## config.mk

```make
export PLATFORM = sky130hd
export DESIGN_NAME = mesh_route_unit
export DESIGN_NICKNAME = d
export VERILOG_FILES = /design/src/rtl/mrc_pkg.sv /design/src/rtl/mrc_productive.sv /design/src/rtl/mrc_turn_filter.sv /design/src/rtl/mrc_select.sv /design/src/rtl/mesh_route_unit.sv
export SDC_FILE = /design/constraint.sdc
export NUM_CORES = 1
export LEC_CHECK = 0
export ABC_AREA = 1
export BUFFER_PORTS_ARGS = -buffer_cell sky130_fd_sc_hd__buf_2
export CORE_MARGIN = 1
export CORE_UTILIZATION = 47
export DETAILED_ROUTE_END_ITERATION = 7
export PLACE_DENSITY = 0.86
export SLEW_MARGIN = 20
export SYNTH_ARGS = -nofsm -noshare
export SYNTH_HDL_FRONTEND = slang
export SYNTH_SLANG_ARGS = --single-unit
```

## constraint.sdc

```tcl
create_clock -name clk -period 2.07 [get_ports clk]
set_input_delay 0.207 -clock clk [delete_from_list [all_inputs] [get_ports clk]]
set_output_delay 0.207 -clock clk [all_outputs]
set_load 0.05 [all_outputs]
```

## src/rtl/mrc_pkg.sv

```systemverilog
package mrc_pkg;

    localparam int NDIR = 4;
    localparam int DIR_E = 0;
    localparam int DIR_W = 1;
    localparam int DIR_N = 2;
    localparam int DIR_S = 3;

    typedef logic [NDIR-1:0] dirset_t;

    localparam dirset_t X_MASK   = dirset_t'((1 << DIR_E) | (1 << DIR_W));
    localparam dirset_t Y_MASK   = dirset_t'((1 << DIR_N) | (1 << DIR_S));
    localparam dirset_t NEG_MASK = dirset_t'((1 << DIR_W) | (1 << DIR_S));
    localparam dirset_t W_MASK   = dirset_t'(1 << DIR_W);
    localparam dirset_t N_MASK   = dirset_t'(1 << DIR_N);

    typedef enum logic [1:0] {
        POL_XY         = 2'd0,
        POL_WEST_FIRST = 2'd1,
        POL_NORTH_LAST = 2'd2,
        POL_NEG_FIRST  = 2'd3
    } policy_e;

    typedef enum logic [2:0] {
        PORT_LOCAL = 3'd0,
        PORT_EAST  = 3'd1,
        PORT_WEST  = 3'd2,
        PORT_NORTH = 3'd3,
        PORT_SOUTH = 3'd4,
        PORT_NONE  = 3'd7
    } port_e;

    typedef struct packed {
        logic  valid;
        port_e port;
        logic  noroute;
    } route_reg_t;

endpackage

```

## src/rtl/mrc_productive.sv

```systemverilog
module mrc_productive
    import mrc_pkg::*;
#(
    parameter int COORD_W = 4
) (
    input  logic [COORD_W-1:0] cur_x,
    input  logic [COORD_W-1:0] cur_y,
    input  logic [COORD_W-1:0] dst_x,
    input  logic [COORD_W-1:0] dst_y,
    output dirset_t            prod,
    output logic               at_dest
);

    always_comb begin
        prod        = '0;
        prod[DIR_E] = dst_x > cur_x;
        prod[DIR_W] = dst_x < cur_x;
        prod[DIR_N] = dst_y > cur_y;
        prod[DIR_S] = dst_y < cur_y;
        at_dest     = (dst_x == cur_x) && (dst_y == cur_y);
    end

    // an X hop and its opposite can never both be productive
    always_comb begin
        a_r2_no_opposite: assert (!(prod[DIR_E] && prod[DIR_W]) && !(prod[DIR_N] && prod[DIR_S]));
    end

endmodule

```

## src/rtl/mrc_turn_filter.sv

```systemverilog
module mrc_turn_filter
    import mrc_pkg::*;
(
    input  policy_e pol,
    input  dirset_t prod,
    output dirset_t allowed
);

    dirset_t x_part;
    dirset_t neg_part;

    always_comb begin
        x_part   = prod & X_MASK;
        neg_part = prod & NEG_MASK;
        allowed  = prod;
        unique case (pol)
            POL_XY:         allowed = (x_part != '0) ? x_part : (prod & Y_MASK);
            POL_WEST_FIRST: allowed = prod[DIR_W] ? W_MASK : prod;
            POL_NORTH_LAST: allowed = (x_part != '0) ? (prod & ~N_MASK) : prod;
            POL_NEG_FIRST:  allowed = (neg_part != '0) ? neg_part : prod;
            default:        allowed = prod;
        endcase
    end

    always_comb begin
        // the filter only removes directions
        a_r2_subset_of_prod: assert ((allowed & ~prod) == '0);
        // dimension order leaves a single candidate
        a_r3_xy_single: assert (pol != POL_XY || $onehot0(allowed));
    end

endmodule

```

## src/rtl/mrc_select.sv

```systemverilog
module mrc_select
    import mrc_pkg::*;
(
    input  dirset_t allowed,
    input  dirset_t busy,
    input  dirset_t dead,
    output port_e   port,
    output logic    noroute
);

    dirset_t usable;
    dirset_t calm;
    dirset_t pick;

    for (genvar d = 0; d < NDIR; d++) begin : g_dir
        assign usable[d] = allowed[d] & ~dead[d];
        assign calm[d]   = usable[d] & ~busy[d];
    end

    always_comb begin
        pick    = (calm != '0) ? calm : usable;
        noroute = (usable == '0);
        if (pick[DIR_E])      port = PORT_EAST;
        else if (pick[DIR_W]) port = PORT_WEST;
        else if (pick[DIR_N]) port = PORT_NORTH;
        else if (pick[DIR_S]) port = PORT_SOUTH;
        else                  port = PORT_NONE;
    end

    always_comb begin
        // a candidate always yields a port
        a_r8_pick_exists: assert (usable == '0 || port != PORT_NONE);
    end

endmodule

```

## src/rtl/mesh_route_unit.sv

```systemverilog
module mesh_route_unit
    import mrc_pkg::*;
#(
    parameter int COORD_W = 4
) (
    input  logic               clk,
    input  logic               rst_n,
    input  logic [1:0]         policy,
    input  logic [COORD_W-1:0] cur_x,
    input  logic [COORD_W-1:0] cur_y,
    input  logic               in_valid,
    output logic               in_ready,
    input  logic [COORD_W-1:0] dst_x,
    input  logic [COORD_W-1:0] dst_y,
    input  logic [3:0]         link_busy,
    input  logic [3:0]         link_dead,
    output logic               out_valid,
    input  logic               out_ready,
    output logic [2:0]         out_port,
    output logic               out_noroute
);

    dirset_t    prod;
    dirset_t    allowed;
    logic       at_dest;
    port_e      sel_port;
    logic       sel_noroute;
    logic       accept;
    route_reg_t r_d, r_q;

    mrc_productive #(.COORD_W(COORD_W)) u_prod (
        .cur_x   (cur_x),
        .cur_y   (cur_y),
        .dst_x   (dst_x),
        .dst_y   (dst_y),
        .prod    (prod),
        .at_dest (at_dest)
    );

    mrc_turn_filter u_filter (
        .pol     (policy_e'(policy)),
        .prod    (prod),
        .allowed (allowed)
    );

    mrc_select u_sel (
        .allowed (allowed),
        .busy    (link_busy),
        .dead    (link_dead),
        .port    (sel_port),
        .noroute (sel_noroute)
    );

    assign in_ready = !r_q.valid || out_ready;
    assign accept   = in_valid && in_ready;

    always_comb begin
        r_d = r_q;
        if (accept) begin
            r_d.valid   = 1'b1;
            r_d.port    = at_dest ? PORT_LOCAL : sel_port;
            r_d.noroute = at_dest ? 1'b0 : sel_noroute;
        end else if (out_ready) begin
            r_d.valid = 1'b0;
        end
    end

    always_ff @(posedge clk or negedge rst_n) begin
        if (!rst_n) begin
            r_q.valid   <= 1'b0;
            r_q.port    <= PORT_NONE;
            r_q.noroute <= 1'b0;
        end else begin
            r_q <= r_d;
        end
    end

    assign out_valid   = r_q.valid;
    assign out_port    = r_q.port;
    assign out_noroute = r_q.noroute;

    a_r9_load_next: assert property (@(posedge clk) disable iff (!rst_n)
        (in_valid && in_ready) |=> out_valid);

    a_r10_hold: assert property (@(posedge clk) disable iff (!rst_n)
        (out_valid && !out_ready) |=> (out_valid && $stable(out_port) && $stable(out_noroute)));

    a_r1_local: assert property (@(posedge clk) disable iff (!rst_n)
        (in_valid && in_ready && dst_x == cur_x && dst_y == cur_y)
        |=> (out_port == PORT_LOCAL && !out_noroute));

    a_r2_no_x_when_aligned: assert property (@(posedge clk) disable iff (!rst_n)
        (in_valid && in_ready && dst_x == cur_x)
        |=> (out_port != PORT_EAST && out_port != PORT_WEST));

    a_r8_none_code: assert property (@(posedge clk) disable iff (!rst_n)
        (out_valid && out_noroute) |-> (out_port == PORT_NONE));

endmodule

```

# --- Yosys cells after proc, flatten, opt, wreduce, memory -nomap -nowiden ---
# Cells that the tools add are included.
word_totals:
  reg_bits: 5
  word_cells: 52
  in_bits: 30
  out_inout_bits: 6
classes:
  n_bitwise: 16
  n_reduce_logical: 10
  n_eq_ne: 5
  order_cmp: 4
  muxes: 14
ops:
  columns: ["operator", "count"]
  rows:
  - ["3-bit two-way mux", 6]
  - ["4-bit case mux with 4 select lines", 1]
  - ["4-bit two-way mux", 3]
  - ["4-bit nonzero test", 3]
  - ["1-bit AND", 8]
  - ["4-bit equality test", 2]
  - ["4-bit greater-than comparator", 2]
  - ["4-bit < comparator", 2]
  - ["1-bit NOT", 8]
  - ["2-bit equality test (second input constant)", 2]
  - ["4-bit logical NOT", 1]
  - ["1-bit two-way mux", 3]
  - ["2-bit by 1-bit equality test with 1-bit output (second input constant)", 1]
  - ["1-bit logical AND", 2]
  - ["2-bit logical NOT", 1]
  - ["2-bit two-way mux", 1]
  - ["2-bit nonzero test", 1]
  - ["1-bit logical NOT", 1]
  - ["1-bit logical OR", 1]

# --- Depth between registers and ports, before layout ---
# Gate-level depths: netlist (run 1).
logic_depth:
  depth_word: 13
  depth_mapped: 18
  ltp_nobuf: 18

# --- By module ---
# A second synthesis (run 1) with hierarchy kept.
hier_totals:
  cells_unflattened: 125
  area_unflattened_um2: 743.2
modules_own_cells:
  columns: ["module", "seq_area_each_um2", "cells_per_inst", "n_inst", "area_per_inst_um2"]
  rows:
  - ["mesh_route_unit", 128.9, 29, 1, 239.0]
  - ["mrc_productive", 0.0, 41, 1, 236.5]
  - ["mrc_select", 0.0, 37, 1, 191.4]
  - ["mrc_turn_filter", 0.0, 18, 1, 76.3]

# --- Worst setup path before layout (run 1) ---
# No wires, ideal clock.
synth_timing:
  path_type: "reg2reg"
  startpoint: "register r_q, in the netlist out_valid"
  endpoint: "register r_q, in the netlist out_noroute"
  setup_ps: 122
  required_time_ps: 1948
  stages_incl_launch_ff: 8
  path_buffers: 0
  path_slack_ps: 83
  period_less_slack_ps: 1987
  arrival_time_ps: 1865
  path_cell_list: "dfrtp_1 nand2_1 nand2_1 inv_1 nand2_1 inv_1 and3_1 a32o_1"
synth_via:
  elab_chain_cells: 3
synth_rtl:
  columns: ["element", "line_no", "text"]
  rows:
  - ["start: declaration", "mesh_route_unit.sv:29", "route_reg_t r_d, r_q;"]
  - ["start signal: assignment", "mesh_route_unit.sv:74", "r_q <= r_d;"]
  - ["1-bit logical NOT", "mesh_route_unit.sv:54", "assign in_ready = !r_q.valid || out_ready;"]
  - ["1-bit logical OR", "mesh_route_unit.sv:54", null]
  - ["named net in_ready", "mesh_route_unit.sv:12", "output logic in_ready,"]
  - ["1-bit logical AND", "mesh_route_unit.sv:55", "assign accept = in_valid && in_ready;"]
# The timed path passes the listed nets, and every way through them passes these cells.
# A chain may end at the register's enable or synchronous reset.

# --- Final worst setup path (run 1) ---
layout_timing:
  startpoint: "input port cur_y[3]"
  endpoint: "register r_q, in the netlist out_port[1]"
layout_via:
  elab_chain_cells: 13
  elab_cells_between_ends: 23
  cone_classes: "order compare: 2; eq/ne: 1; mux: 11; bitwise: 6; reduce/logical: 3"
layout_rtl:
  columns: ["element", "line_no", "text"]
  rows:
  - ["start: declaration", "mesh_route_unit.sv:10", "input logic [COORD_W-1:0] cur_y,"]
  - ["4-bit < comparator", "mrc_productive.sv:19", "prod[DIR_S] = dst_y < cur_y;"]
  - ["4-bit nonzero test", "mrc_turn_filter.sv:20", "POL_NEG_FIRST: allowed = (neg_part != '0) ? neg_part : prod;"]
  - ["3-bit two-way mux", "mrc_turn_filter.sv:20", null]
  - ["4-bit case mux with 4 select lines", "mrc_turn_filter.sv:16", "unique case (pol)"]
  - ["1-bit AND", "mrc_select.sv:16", "assign usable[d] = allowed[d] & ~dead[d];"]
  - ["1-bit AND", "mrc_select.sv:17", "assign calm[d] = usable[d] & ~busy[d];"]
  - ["4-bit nonzero test", "mrc_select.sv:21", "pick = (calm != '0) ? calm : usable;"]
  - ["4-bit two-way mux", "mrc_select.sv:21", null]
  - ["2-bit two-way mux", "mrc_select.sv:26", "else if (pick[DIR_S]) port = PORT_SOUTH;"]
  - ["3-bit two-way mux", "mrc_select.sv:25", "else if (pick[DIR_N]) port = PORT_NORTH;"]
  - ["3-bit two-way mux", "mrc_select.sv:24", "else if (pick[DIR_W]) port = PORT_WEST;"]
  - ["3-bit two-way mux", "mrc_select.sv:23", "if (pick[DIR_E]) port = PORT_EAST;"]
  - ["3-bit two-way mux (*)", "mesh_route_unit.sv:61", "r_d.port = at_dest ? PORT_LOCAL : sel_port;"]
# Mark *: on every way between the ends. The rest lies on a longest branch, timed or not.

==> reports/results.txt, run 1 <==
die area = 1630 um^2
vias in the first global route = 659
Worst setup EP type = flip-flop
critical path launch point type = input pin
CTS tree = built
Layout area overhead = 33.3%
clk buf depth = 2
P_int = 292 uW
static leakage = 0.000617 uW
Max Slew Vio Count = 0
dpl ws = 0.342 ns
synth cell count leaders = 31 x nand2_1, 28 x inv_1, 8 x ha_1
FF+latch count, synth = 5
synthesized area = 691 um^2
Synth cell types = 21
vias = 746
Post-synth EDFFs = 0
ant diodes = 0
Switch Pwr = 236 uW
global route overflow = 0
DPL Wire Length = 1240 um
clock transition at the registers of the reported paths = 0.05 ns
Final period util = 0.707
hold slack = 0.247 ns
DRC = 0
Arrival @ worst endpoint = 1.65 ns
Synth Instances = 109
Max-slew headroom = 0.829
Slew @ Worst Pin = 0.259 ns
Setup WS post-layout = 0.607 ns
Die X-Extent = 40.3 um
max_cap viols = 0
Initial Utilization = 0.518
PwrDens = 573 nW/um^2
final setup violation count = 0
CTS Buf Count = 3
Clock Skew = 0.00569 ns
WP data required = 2.26 ns
Initial DRC Count = 11
Final Wtd Congestion = 0.789
row cnt = 13
Seq/Total Area, Yosys = 0.187
top_reg_cell synth = dfstp_2
asr flop ratio synth = 1.00
Worst path slowest cell = ha_1
layout cells sized above 1 = 0.403
core area = 1330 um^2
routed wire length = 1390 um
Post-DP Area = 885 um^2
Crit Path Max Fanout = 4
setup TNS = 0 ns
worst vdd ir = 0.218 mV
Synth top area share = 0.168
Via density = 4.55
Syn. warnings = 0
Fmax achieved = 683 MHz
Syn Nets = 147
Clock power frac = 0.219
power share of the combinational group = 0.522
hold crit path type = input pin to flip-flop
clock sink count = 5
Final min period = 1.46 ns
WL/cell = 8.49 um
antenna violation net count after detailed routing = 0
CP Class = input pin to flip-flop
root buffer cell = clkbuf_4
area leader, netlist = nand2_1
Nets = 188
drt pass-1 iters = 4
CTS H-tree lvls = 1
largest net degree at the start of global routing = 7
worst path cell trace = buf_2, inv_1, ha_1, nand2_1, inv_2, nand2_2, nand2_1, nor2_2, nand3_2, nand2_2, nor2_4, nor2_2, nor2_2, nor2_2, nand2_1, nand2_1
Tot Pwr = 528 uW
Total GRT Usage = 0.204
IO Pins = 36
IO buf count = 35
Max stage delay on crit path = 0.31 ns
post-CTS sizing = 0
post-layout instance area = 921 um^2
leading post-synthesis cells by cell area = nand2_1 17%, inv_1 15%, ha_1 14%
Sequential Power Share = 0.259
initial antenna violation count = 0
Sw Share = 0.447
die height = 40.3 um
top-count cell post-synth = nand2_1
Syn Area/Cell = 6.34 um^2
worst skew pair latency = 0.25 ns
RSZ-0062 raised after global routing = no
final hold vios = 0
outcome = finished clean
global-route wire length before repair = 2240 um
[placed cells by master, fill, tap and decap left out, types with 3 or more instances in the layout]
master    count
nand3_1       4
nor2_2        5
ha_1          8
nand2_2       6
inv_1        28
nor2_1        6
clkbuf_4      3
nand2_1      31
buf_2        35
dfstp_2       3
[final cells by class]
| cell class | instances | area, um^2 |
|---|---|---|
| flip-flops and latches | 5 | 129 |
| fillers | 138 | 413 |
| clock buffers | 4 | 26.3 |
| repair buffers | 36 | 185 |
| well taps | 15 | 18.8 |
| multi-input cells | 75 | 453 |
| inverters | 29 | 109 |
[flip-flops by register name, indices dropped and copies added (netlist names)]
register / flops
out_valid: 1
out_port: 3
out_noroute: 1
[through the flow]
step,utilization,instances
2_1_floorplan,-,109
3_3_place_gp,0.663,159
3_5_place_dp,0.663,159
4_1_cts,0.690,164
5_1_grt,0.690,164
6_report,0.690,164
[kinds of logic (layout without fill, tap and decap cells)]
logic type,after synthesis,in the layout,synth area share
buffers and inverters,29,69,0.158
AO/OA/AOI/OAI,8,8,0.0833
AND/OR/NAND/NOR,59,59,0.428
flip-flops,5,5,0.187
adder cells (fa/ha/maj),8,8,0.145
[per-layer routing]
metal	share of wire	track usage	up-vias	wire length (um)
met2	0.53	0.405	17	743
met4	0	0.0667	0	0
met5	0	0	-	0
li1	-	-	410	-
met1	0.42	0.199	319	583
met3	0.047	0.0500	0	65
[final timing paths]
check / depth (start not counted) / slack [ns] / startpoint / endpoint
worst max-delay path: 16 / 0.61 / cur_y[3] / out_port[1]
worst min-delay path: 4 / 0.25 / out_ready / out_valid
worst max register to register: 7 / 0.75 / out_valid / out_noroute
max in group asynchronous: 2 / 1.55 / rst_n / out_port[1]
min in group asynchronous: 2 / 0.31 / rst_n / out_valid
worst min register to register: 2 / 0.46 / out_port[1] / out_port[1]
[repair_timing]
action | in CTS | in global routing
setup buffers | 0 | 0
hold buffers | 1 | 0
hold endpoints to repair | 5 | 0
[worst max-delay path: cells and delay by family]
| family | cells | cell delay [ns] |
|---|---|---|
| and+or+nand+nor | 12 | 0.97 |
| adders and majority gates | 1 | 0.31 |
| buffers and inverters | 3 | 0.17 |
[power groups by stage]
stage	registers, uW	logic, uW	clock network, uW
floorplan	211	133	0
global route	139	309	129
CTS	137	277	120
finish	137	275	116
detailed placement	138	274	0
global placement	136	268	0
(Power assumes the default switching activity.)
==> inputs of run 2 (changes only) <==
--- a/config.mk
+++ b/config.mk
@@ -8,9 +8,9 @@
 export ABC_AREA = 1
 export BUFFER_PORTS_ARGS = -buffer_cell sky130_fd_sc_hd__buf_2
 export CORE_MARGIN = 1
-export CORE_UTILIZATION = 47
+export CORE_UTILIZATION = 40
 export DETAILED_ROUTE_END_ITERATION = 7
-export PLACE_DENSITY = 0.86
+export PLACE_DENSITY = 0.78
 export SLEW_MARGIN = 20
 export SYNTH_ARGS = -nofsm -noshare
 export SYNTH_HDL_FRONTEND = slang
==> constraint.sdc (replaced) <==
create_clock -name clk -period 1.18 [get_ports clk]
set_input_delay 0.118 -clock clk [delete_from_list [all_inputs] [get_ports clk]]
set_output_delay 0.118 -clock clk [all_outputs]
set_load 0.05 [all_outputs]
==> reports/results.txt, run 2 (synthesized netlist as in run 1, its figures left out) <==
clock sink count = 5
Die X-Extent = 43.6 um
Fmax achieved = 706 MHz
CP startpoint = cur_x[0]
IO Pins = 36
CTS Buf Count = 3
RSZ-0062 raised after global routing = yes
row cnt = 14
Final Wtd Congestion = 0.814
static leakage = 0.000696 uW
Total GRT Usage = 0.205
DRC = 6
global route overflow = 0
Worst setup EP type = flip-flop
most used cell, CP = nand2_2
Layout area overhead = 80.4%
CP Class = input pin to flip-flop
Final min period = 1.42 ns
core area = 1560 um^2
R2R Setup Slk = -0.01 ns
max_cap viols = 0
drt pass-1 iters = 6
cell depth of the worst min-delay path = 4
Worst path slowest cell = ha_1
die height = 43.6 um
die area = 1900 um^2
Sequential cell area = 130 um^2
Initial Utilization = 0.443
worst path bufs/invs = 2
instance count on the critical path = 14
worst path cell trace = buf_2, ha_1, nand2_1, o21ai_1, nand2_2, nand2_2, nand3_4, nand2_2, nor2_4, nand2_2, buf_4, nand3_1, nand2_1, nand2_1
Max stage delay on crit path = 0.28 ns
antenna violation net count after detailed routing = 0
WP data required = 1.36 ns
M3 GR Usage = 0.0167
IO buf count = 35
reg2reg start = out_valid
clock transition at the registers of the reported paths = 0.04 ns
root buffer cell = clkbuf_4
outcome = finished, violations left
Worst R2R Path Depth = 7
CTS tree = built
Clock Skew = 0.000124 ns
global-route wire length before repair = 2990 um
routed wire length = 1960 um
DPL Wire Length = 1410 um
Arrival @ worst endpoint = 1.60 ns
Slew @ Worst Pin = 0.252 ns
largest net degree at the start of global routing = 6
Crit Path Max Fanout = 4
Setup WS post-layout = -0.237 ns
setup TNS = -0.697 ns
vias in the first global route = 781
Max Slew Vio Count = 0
initial antenna violation count = 0
CTS H-tree lvls = 1
failing checks = design-rule violations, negative setup slack
placed insts = 167
Final period util = 1.20
most common cell after layout, fill and taps aside = buf_2
critical path launch point type = input pin
met2 Use GR = 0.388
layout cells sized above 1 = 0.650
hold crit path type = input pin to flip-flop
worst skew pair latency = 0.23 ns
area of the multi-input gates = 654 um^2
M1 GR Usage = 0.235
Post-DP Area = 1070 um^2
WL/cell = 11.3 um
PwrDens = 896 nW/um^2
worst vdd ir = 0.432 mV
Initial DRC Count = 16
min-delay src = out_ready
gr busiest metal = met2
Via density = 4.91
Layout Cells excl Fill = 173
final hold vios = 0
post-layout instance area = 1250 um^2
number of flip-flops in the largest register = 3
Tot Pwr = 1120 uW
ant diodes = 0
clk buf depth = 2
Nets = 196
kind of cell adding the most delay to the critical path = simple AND/OR/NAND/NOR gates
final setup violation count = 4
Max-slew headroom = 0.833
vias = 850
highest-count cells in the layout ignoring fill and taps = 29 x buf_2, 19 x inv_1, 19 x nand2_1
FILL cells = 110
run 2: cell types whose count changed in the layout (fill, tap and decap cells not counted), moves of 5 or more:
cell     change
buf_2        -6
inv_2        +5
buf_4        +8
buf_6        +5
nand2_1     -12
nand2_2      +7
ha_4         +6
inv_1        -9
ha_1         -6
run 2: layer usage:
layer,up-vias,wire [um]
li1,424,-
met1,383,747
met2,39,1070
met3,4,98
met4,0,44
met5,-,0
run 2: repair_timing:
item,CTS,global route
endpoints found under the setup margin,4,4
hold endpoints to repair,5,0
pin swaps,9,17
hold buffers,1,0
buffers inserted,0,1
resized for setup,17,13
run 2: path summary, 6_finish.rpt:
path / end
max: out_port[1]
min: out_valid
max reg2reg: out_noroute
min reg2reg: out_port[0]
max in group asynchronous: out_port[1]
min in group asynchronous: out_valid
run 2: per-stage QoR:
stage               hold WS (ns)  setup slack (ns)  utilization
floorplan                 -0.178            -0.265            -
global placement         -0.0650            -0.430        0.688
detailed placement       -0.0622            -0.472        0.688
CTS                        0.208            -0.129        0.755
global route               0.219            -0.310        0.799
finish                     0.210            -0.237        0.799
run 2: power breakdown:
part	switching [uW]	leakage (uW)	internal (uW)
logic	412	0.000627	265
registers	20.0	0.0000544	224
clock network	68.5	0.0000150	128
total	500	0.000696	617
run 2: area by class of cell:
class | instances | share of cell area
Multi-Input combinational cell | 75 | 0.525
Inverter | 29 | 0.103
Sequential cell | 5 | 0.104
Timing Repair Buffer | 44 | 0.230
Clock buffer | 4 | 0.0211
Tap cell | 16 | 0.0161
run 2: worst min-delay path: cells and delay by family:
family	cells	cell delay [ns]
buffers and inverters	2	0.16
and+or+nand+nor	2	0.13
==> inputs of run 3 (changes only) <==
--- a/config.mk
+++ b/config.mk
@@ -10,6 +10,7 @@
 export CORE_MARGIN = 1
 export CORE_UTILIZATION = 40
 export DETAILED_ROUTE_END_ITERATION = 7
+export GPL_TIMING_DRIVEN = 0
 export PLACE_DENSITY = 0.78
 export SLEW_MARGIN = 20
 export SYNTH_ARGS = -nofsm -noshare
==> reports/results.txt, run 3 (synthesized netlist as in run 1, its figures left out) <==
outcome = finished, violations left
worst path cell trace = buf_2, inv_4, ha_4, nand2_2, inv_2, nand2_2, a21oi_4, nand3_4, nand2_2, nor2_4, nor2_2, nor2_2, nor2_2, nand2_1, nand2_1
Die X-Extent = 43.6 um
Sw Share = 0.452
failing checks = design-rule violations, negative setup slack
PwrDens = 894 nW/um^2
clock sink count = 5
R2R Setup Slk = -0.04 ns
placed insts = 160
global-route wire length before repair = 2760 um
clock transition at the registers of the reported paths = 0.04 ns
Clock Skew = 0.000441 ns
worst skew pair latency = 0.24 ns
Worst path slowest cell = ha_4
ant diodes = 0
Layout Cells excl Fill = 169
Switch Pwr = 500 uW
WL/cell = 10.9 um
die area = 1900 um^2
layout cells sized above 1 = 0.647
global route overflow = 0
P_int = 607 uW
Max stage delay on crit path = 0.24 ns
power share of the combinational group = 0.596
vias in the first global route = 739
dpl ws = -0.466 ns
row cnt = 14
Worst setup EP type = flip-flop
Sequential Power Share = 0.222
hold crit path type = input pin to flip-flop
number of flip-flops in the largest register = 3
critical path launch point type = input pin
Total GRT Usage = 0.187
FILL cells = 110
Crit Path Max Fanout = 4
CP startpoint = cur_y[2]
core area = 1560 um^2
Arrival @ worst endpoint = 1.56 ns
Final period util = 1.16
DRC = 6
Nets = 192
Fmax achieved = 731 MHz
Clock power frac = 0.182
Initial DRC Count = 17
root buffer cell = clkbuf_4
IO buf count = 35
WP data required = 1.37 ns
antenna violation net count after detailed routing = 0
final setup violation count = 4
Max Slew Vio Count = 0
Final min period = 1.37 ns
drt pass-1 iters = 6
clk buf depth = 2
worst vdd ir = 0.496 mV
Slew @ Worst Pin = 0.260 ns
routed wire length = 1840 um
Worst R2R Path Depth = 7
vias = 803
largest net degree at the start of global routing = 7
static leakage = 0.000677 uW
Setup WS post-layout = -0.188 ns
r2r endpoint = out_noroute
Initial Utilization = 0.443
CTS H-tree lvls = 1
die height = 43.6 um
CTS tree = built
most common cell after layout, fill and taps aside = buf_2
Layout area overhead = 79.3%
CP Class = input pin to flip-flop
min-delay src = in_valid
initial antenna violation count = 0
Max-slew headroom = 0.826
highest-count cells in the layout ignoring fill and taps = 27 x buf_2, 20 x nand2_1, 17 x inv_1
CTS Buf Count = 3
max_cap viols = 0
hold path endpoint = out_valid
IO Pins = 36
cell depth of the worst min-delay path = 3
Final Wtd Congestion = 0.735
RSZ-0062 raised after global routing = yes
Via density = 4.75
DPL Wire Length = 1320 um
reg2reg start = out_valid
final hold vios = 0
run 3: area by class of cell:
cell class	count	area, um^2	area share
Tap cell	16	20.0	0.0162
Clock buffer	4	26.3	0.0212
Timing Repair Buffer	40	269	0.217
Multi-Input combinational cell	75	659	0.532
Sequential cell	5	130	0.105
Inverter	29	134	0.108
run 3: per-layer routing:
metal / vias to the layer above / part of all wire / track usage / wire [um]
met5: - / 0 / 0 / 0
met4: 0 / 0 / 0.0375 / 0
met2: 24 / 0.59 / 0.397 / 1080
li1: 418 / - / - / -
met1: 361 / 0.38 / 0.192 / 702
met3: 0 / 0.033 / 0.0125 / 61
run 3: worst max-delay path by stage:
stage	end	cells after the start
CTS	out_port[2]	13
detailed placement	out_port[2]	17
global route	out_port[2]	15
finish	out_port[2]	15
floorplan	out_noroute	7
global placement	out_port[2]	17
run 3: repair_timing:
item,4_1_cts,5_1_grt
resized for setup,22,13
endpoints found under the setup margin,4,4
pin swaps,11,15
hold buffers,1,0
hold endpoints to repair,5,0
setup buffers,2,2
run 3: power groups by stage:
stage / Clock [uW] / Sequential, uW / Combinational, uW
after floorplan: 0 / 375 / 280
after global placement: 0 / 245 / 533
after detailed placement: 0 / 248 / 545
after CTS: 204 / 246 / 612
after global routing: 210 / 250 / 714
final: 201 / 246 / 660
run 3: stage by stage:
step           hold slack, ns  instance area [um^2]  total power (uW)   util  setup TNS [ns]
6_report                0.123                  1240              1110  0.795          -0.684
2_1_floorplan          -0.178                   825               655      -          -0.666
5_1_grt                 0.137                  1240              1170  0.795           -1.08
3_5_place_dp          -0.0645                  1020               793  0.654           -1.76
4_1_cts                 0.121                  1170              1060  0.749          -0.506
3_3_place_gp          -0.0670                  1020               778  0.654           -1.68
run 3: worst max-delay path, delay by kind of cell:
kind | cells | cell delay, ns
and+or+nand+nor | 10 | 0.76
adders and majority gates | 1 | 0.24
AOI/OAI and AO/OA | 1 | 0.21
buffers and inverters | 3 | 0.20
